`config.mk`:
```
export PLATFORM = sky130hd
export DESIGN_NAME = sr_seq
export DESIGN_NICKNAME = d
export VERILOG_FILES = /design/src/rtl/sr_pkg.sv /design/src/rtl/sr_timer.sv /design/src/rtl/sr_cmd_enc.sv /design/src/rtl/sr_seq.sv
export SDC_FILE = /design/constraint.sdc
export NUM_CORES = 1
export LEC_CHECK = 0
export ABC_CLOCK_PERIOD_IN_PS = 1590
export BUFFER_PORTS_ARGS = -buffer_cell sky130_fd_sc_hd__buf_2
export CAP_MARGIN = 20
export CORE_MARGIN = 5
export CORE_UTILIZATION = 40
export DETAILED_ROUTE_END_ITERATION = 7
export GPL_TIMING_DRIVEN = 0
export HOLD_SLACK_MARGIN = 0.02
export PLACE_DENSITY = 0.66
export SLEW_MARGIN = 25
export SYNTH_ARGS = -nofsm -noshare
export SYNTH_HDL_FRONTEND = slang
export SYNTH_SLANG_ARGS = --single-unit
```
`constraint.sdc`:
```
create_clock -name clk -period 1.59 [get_ports clk]
set_input_delay 0.159 -clock clk [delete_from_list [all_inputs] [get_ports clk]]
set_output_delay 0.159 -clock clk [all_outputs]
set_load 0.03 [all_outputs]
```
`src/rtl/sr_pkg.sv`:
```
// Shared types for the self-refresh sequencer.
// Assumes the usual four active-low command pins of a synchronous DRAM.
package sr_pkg;

    typedef enum logic [2:0] {
        ST_IDLE,
        ST_ENTER,
        ST_HOLD,
        ST_SLEEP,
        ST_WAKE,
        ST_EXIT,
        ST_DONE
    } sr_state_t;

    typedef enum logic [0:0] {
        OP_NOP,
        OP_REFRESH
    } sr_op_t;

    typedef struct packed {
        logic cs_n;
        logic ras_n;
        logic cas_n;
        logic we_n;
    } dram_pins_t;

endpackage

```
`src/rtl/sr_timer.sv`:
```
// Down counter shared by the residency and exit-recovery windows.
// Assumes load and dec are never asserted together with conflicting intent;
// load has priority. zero is high whenever the count is zero.
module sr_timer #(
    parameter int W = 4
) (
    input  logic         clk,
    input  logic         rst_n,
    input  logic         load,
    input  logic [W-1:0] load_val,
    input  logic         dec,
    output logic         zero
);

    logic [W-1:0] count_q;

    // Load a new window length or count the current one down.
    always_ff @(posedge clk) begin
        if (!rst_n) begin
            count_q <= '0;
        end else if (load) begin
            count_q <= load_val;
        end else if (dec && (count_q != '0)) begin
            count_q <= count_q - 1'b1;
        end
    end

    // Flag the end of the window.
    always_comb begin
        zero = (count_q == '0);
    end

endmodule

```
`src/rtl/sr_cmd_enc.sv`:
```
// Maps the sequencer's abstract operation onto the DRAM command pins.
// Assumes chip select is always asserted when the sequencer drives the bus.
module sr_cmd_enc
    import sr_pkg::*;
(
    input  sr_op_t     op,
    output dram_pins_t pins
);

    // Select the pin pattern for the requested operation.
    always_comb begin
        unique case (op)
            OP_REFRESH: pins = '{cs_n: 1'b0, ras_n: 1'b0, cas_n: 1'b0, we_n: 1'b1};
            default:    pins = '{cs_n: 1'b0, ras_n: 1'b1, cas_n: 1'b1, we_n: 1'b1};
        endcase
    end

endmodule

```
`src/rtl/sr_seq.sv`:
```
// Self-refresh entry/exit sequencer.
// Enters self refresh with a refresh command and clock enable low, holds
// clock enable low for at least T_MIN_STAY cycles, waits for a stable clock
// before leaving, fills max(T_XSR,2) cycles with NOPs, then pulses a
// refresh request and a done acknowledge.
// Assumes T_MIN_STAY >= 2. Requests are levels that the requester holds
// until they are answered.
module sr_seq
    import sr_pkg::*;
#(
    parameter int T_MIN_STAY = 12,
    parameter int T_XSR      = 20
) (
    input  logic clk,
    input  logic rst_n,
    input  logic sleep_req,
    input  logic banks_idle,
    input  logic wake_req,
    input  logic clk_stable,
    output logic cke,
    output logic dram_cs_n,
    output logic dram_ras_n,
    output logic dram_cas_n,
    output logic dram_we_n,
    output logic busy,
    output logic sleep_ack,
    output logic wake_done,
    output logic refresh_now
);

    localparam int XSR_EFF = (T_XSR < 2) ? 2 : T_XSR;
    localparam int CMAX    = (T_MIN_STAY > XSR_EFF) ? T_MIN_STAY : XSR_EFF;
    localparam int CW      = $clog2(CMAX + 1);

    sr_state_t  state_q, state_d;
    sr_op_t     op;
    dram_pins_t pins;
    logic       tmr_load, tmr_dec, tmr_zero;
    logic [CW-1:0] tmr_val;

    // Advance the sequencer state.
    always_ff @(posedge clk) begin
        if (!rst_n) state_q <= ST_IDLE;
        else        state_q <= state_d;
    end

    // Pick the next state from the requests and the window timer.
    always_comb begin
        state_d = state_q;
        unique case (state_q)
            ST_IDLE:  if (sleep_req && banks_idle && !wake_req) state_d = ST_ENTER;
            ST_ENTER: state_d = ST_HOLD;
            ST_HOLD:  if (tmr_zero) state_d = ST_SLEEP;
            ST_SLEEP: if (wake_req) state_d = ST_WAKE;
            ST_WAKE:  if (clk_stable) state_d = ST_EXIT;
            ST_EXIT:  if (tmr_zero) state_d = ST_DONE;
            ST_DONE:  state_d = ST_IDLE;
            default:  state_d = ST_IDLE;
        endcase
    end

    // Load the residency window on entry and the recovery window on exit.
    always_comb begin
        tmr_load = 1'b0;
        tmr_val  = '0;
        if (state_q == ST_ENTER) begin
            tmr_load = 1'b1;
            tmr_val  = CW'(T_MIN_STAY - 2);
        end else if (state_q == ST_WAKE && clk_stable) begin
            tmr_load = 1'b1;
            tmr_val  = CW'(XSR_EFF - 1);
        end
        tmr_dec = (state_q == ST_HOLD) || (state_q == ST_EXIT);
    end

    sr_timer #(.W(CW)) u_timer (
        .clk      (clk),
        .rst_n    (rst_n),
        .load     (tmr_load),
        .load_val (tmr_val),
        .dec      (tmr_dec),
        .zero     (tmr_zero)
    );

    // Choose the command for this cycle.
    always_comb begin
        op = (state_q == ST_ENTER) ? OP_REFRESH : OP_NOP;
    end

    sr_cmd_enc u_enc (
        .op   (op),
        .pins (pins)
    );

    // Drive the clock enable, pins and handshakes from the state.
    always_comb begin
        cke = !((state_q == ST_ENTER) || (state_q == ST_HOLD) ||
                (state_q == ST_SLEEP) || (state_q == ST_WAKE));
        dram_cs_n   = pins.cs_n;
        dram_ras_n  = pins.ras_n;
        dram_cas_n  = pins.cas_n;
        dram_we_n   = pins.we_n;
        busy        = (state_q != ST_IDLE);
        sleep_ack   = !cke;
        wake_done   = (state_q == ST_DONE);
        refresh_now = (state_q == ST_DONE);
    end

    // ---------------- checks ----------------
    int low_run, hi_run;

    // Count consecutive earlier cycles with clock enable low or high.
    always_ff @(posedge clk) begin
        if (!rst_n) begin
            low_run <= 0;
            hi_run  <= 0;
        end else begin
            low_run <= cke ? 0 : ((low_run > CMAX) ? low_run : low_run + 1);
            hi_run  <= !cke ? 0 : ((hi_run > CMAX) ? hi_run : hi_run + 1);
        end
    end

    a_r2_entry_gated: assert property (@(posedge clk) disable iff (!rst_n)
        $fell(cke) |-> ($past(banks_idle) && $past(sleep_req) && !$past(wake_req)));

    a_r3_entry_refresh: assert property (@(posedge clk) disable iff (!rst_n)
        $fell(cke) |-> ({dram_cs_n, dram_ras_n, dram_cas_n, dram_we_n} == 4'b0001 && sleep_ack));

    a_r4_min_stay: assert property (@(posedge clk) disable iff (!rst_n)
        (!cke && low_run < T_MIN_STAY - 1) |=> !cke);

    a_r5_clock_gate: assert property (@(posedge clk) disable iff (!rst_n)
        $rose(cke) |-> ($past(clk_stable) && $past(wake_req)));

    a_r6_nop_window: assert property (@(posedge clk) disable iff (!rst_n)
        (cke && hi_run <= XSR_EFF) |-> ({dram_cs_n, dram_ras_n, dram_cas_n, dram_we_n} == 4'b0111));

    a_r7_refresh_timing: assert property (@(posedge clk) disable iff (!rst_n)
        refresh_now |-> (hi_run == XSR_EFF && wake_done && cke));

    a_r7_single_pulse: assert property (@(posedge clk) disable iff (!rst_n)
        refresh_now |=> (!refresh_now && !busy));

endmodule

```
==> impl_metrics.toml <==
[logic_synthesis]
ys_types = 34
yosysSeqAreaShare_pct = 27.5
synth_edf_count = 0
synth_common_cells = "nand2_1, dfxtp_1, inv_1"
avgSynthCellArea_um2 = 7.46
synth_fp_nets = 85
async_flop_share_pct = 0
synth.most_common_cell = "nand2_1"
synth_top_area_share_pct = 27.5
ys_top_cells_by_area = "dfxtp_1, nand2_1, buf_4, inv_1, nand4_1"
ys_ff_latch = 8
yosysTopAreaCell = "dfxtp_1"
syn_area_um2 = 582
syn-instance-count = 78
synth_ff_type = "dfxtp_1"
synth_warnings = 0

[clock_network]
cts_buffer_depth = 2
cts_tree = "yes"
numCtsBuffers = 3
cts.clk_slew.worst_paths_ps = 60
cts-root-buf = "clkbuf_4"
h-tree-depth = 1
cts_hold_buf = 0
clk_latency_ps = 260
cts.sinks = 8

[finish]
drive_above_1_share_pct = 46.3
area_delta_synth_final_pct = 30.3
antenna_cells = 0
stdcell_count = 110
fin_nets = 104
final_util_pct = 56.8
seqCellArea_um2 = 164
fill_cells = 131
fin_area_um2 = 758
multi_input_area_um2 = 387

[placement]
dpl.hpwl_um = 960
gp_congestion = 0.779
pre_cts_ws_ps = -46.0
placed_area_um2 = 662
port_buffers = 11
dp_cells = 104

[setup_path]
rrSetupSlack_ps = -10
timing.rr.start = "u_timer.count_q[0]$_SDFFE_PN0P_"
cp.arrival_ps = 1740
reg2reg_to = "u_timer.count_q[1]$_SDFFE_PN0P_"
rr_worst_depth = 5
crit_fanout = 6
worstPathRequired_ps = 1730
cp-end-kind = "flip-flop"
worst_setup_path_start_kind = "flip-flop"
critPathKind = "flip-flop to flip-flop"

[worst_hold_path]
hold_class = "primary input to flip-flop"
holdPathEnd = "state_q[2]$_SDFFE_PN0P_"
hp-start = "wake_req"
min_path_cells = 3

[timing]
final_hold_viol_count = 0
setup_viol = 1
drv_slew = 0
hold_ws_ps = 197
finClkSkew_ps = 8.53
fin_crit_ps = 1600
finalCritPeriodShare_pct = 101
fin_ws_ps = -10.2
rsz0062_at_grt = "yes"
clock.fmax_ghz = 0.625

[global_route]
grt_overflow = 0
grt_util_all_layers_pct = 13.9
grt_pass1_wl_mm = 2.23
grt_pass1_vias = 534
grt_antenna_before_repair = 0
grt_max_degree = 11

[routing]
drc = 0
dr_total_vias = 604
vias_per_cell = 5.49
dr.first_iter.drc_count = 9
drtAntennaViolNets = 0
wl_per_cell_um = 13.4
drt_wl_total_mm = 1.48
first_pass_iters = 4

[die]
die_h_um = 48.1
core_um2 = 1330
die_area_um2 = 2320
dieWidth_um = 48.1
io_pins = 15
rows = 13
start_util_pct = 43.6

[power_and_ir_drop]
power_density_nw_per_um2 = 815
p_leak_nw = 0.333
vdd_ir_drop_max_mv = 0.600

[flow_run]
cap_viol_max_count = 0

[run_status]
violations = "negative setup slack"
outcome = "complete, but fails checks"
-- layout make-up --
cell class	count	area share, %
Buffer	8	7.43
Clock buffer	3	2.97
Inverter	8	3.96
Multi-Input combinational cell	54	51.0
Sequential cell	8	21.6
Tap cell	15	2.48
Timing Repair Buffer	14	10.6
-- how the worst max path moves through the flow --
stage                                                from                              end  slack (ps)  cells after the start
after floorplan           u_timer.count_q[0]$_SDFFE_PN0P_  u_timer.count_q[1]$_SDFFE_PN0P_          30                      5
final                     u_timer.count_q[0]$_SDFFE_PN0P_  u_timer.count_q[1]$_SDFFE_PN0P_         -10                      5
after global placement    u_timer.count_q[0]$_SDFFE_PN0P_  u_timer.count_q[1]$_SDFFE_PN0P_         -50                      5
after detailed placement  u_timer.count_q[0]$_SDFFE_PN0P_  u_timer.count_q[1]$_SDFFE_PN0P_         -50                      5
after CTS                 u_timer.count_q[1]$_SDFFE_PN0P_  u_timer.count_q[1]$_SDFFE_PN0P_           3                      5
after global routing      u_timer.count_q[0]$_SDFFE_PN0P_  u_timer.count_q[1]$_SDFFE_PN0P_         -60                      5
-- logic make-up after synthesis --
group | after synthesis | synth area share (%)
flip-flops | 8 | 27.5
AND/OR/NAND/NOR | 33 | 30.5
multiplexers | 1 | 1.72
buffers and inverters | 16 | 13.1
adder cells (fa/ha/maj) | 1 | 2.15
AO/OA/AOI/OAI | 16 | 22.1
XOR/XNOR | 1 | 1.51
other | 2 | 1.29
-- per-layer routing --
layer	share of wire, %	routed length [µm]	vias up	track usage (%)
li1	-	-	304	-
met1	42	621	280	16.7
met2	51	748	16	22.4
met3	6.1	90	4	5.54
met4	1.2	17	0	4.84
met5	0	0	-	0
-- cells in the final DEF (no fill, tap or decap), types with 2 or more instances in the layout --
cell type  synthesis  final
a21oi_1            2      2
buf_2              1     10
buf_4              4      9
clkbuf_4           0      5
conb_1             2      2
dfxtp_1            8      5
dfxtp_2            0      3
inv_1              8      4
inv_2              0      4
nand2_1            9      8
nand3_1            3      3
nand4_1            4      4
nor2_1             5      3
nor3_2             0      2
o211ai_1           2      2
o21ai_0            4      4
-- timing repair --
| action | in CTS | in global routing |
|---|---|---|
| setup buffers | 3 | 0 |
| setup endpoints to repair | 8 | 9 |
| gates cloned | 0 | 0 |
| resized for setup | 8 | 15 |
| pin swaps | 1 | 4 |
-- metrics by stage --
step | power, mW | setup TNS (ps)
floorplan | 0.378 | 0
global placement | 0.418 | -84.9
detailed placement | 0.420 | -91.7
CTS | 0.597 | 0
global route | 0.656 | -221
finish | 0.618 | -10.2
-- power breakdown --
part | leakage, nW | switching [mW] | internal [mW]
logic | 0.252 | 0.130 | 0.0964
clock network | 0.0138 | 0.0748 | 0.0868
registers | 0.0663 | 0.0143 | 0.215
-- critical path, stage by stage, from the launching register on --
cell and delay (ps):
dfxtp_2 320, inv_2 80, ha_4 140, or4b_4 500, o21a_4 160, o311a_1 290
-- flip-flops by register name, summed over array words and instances, names as in the netlist --
signal / flops
u_timer.count_q: 5
state_q: 3
Note: power is estimated with default switching activity, not from simulation.
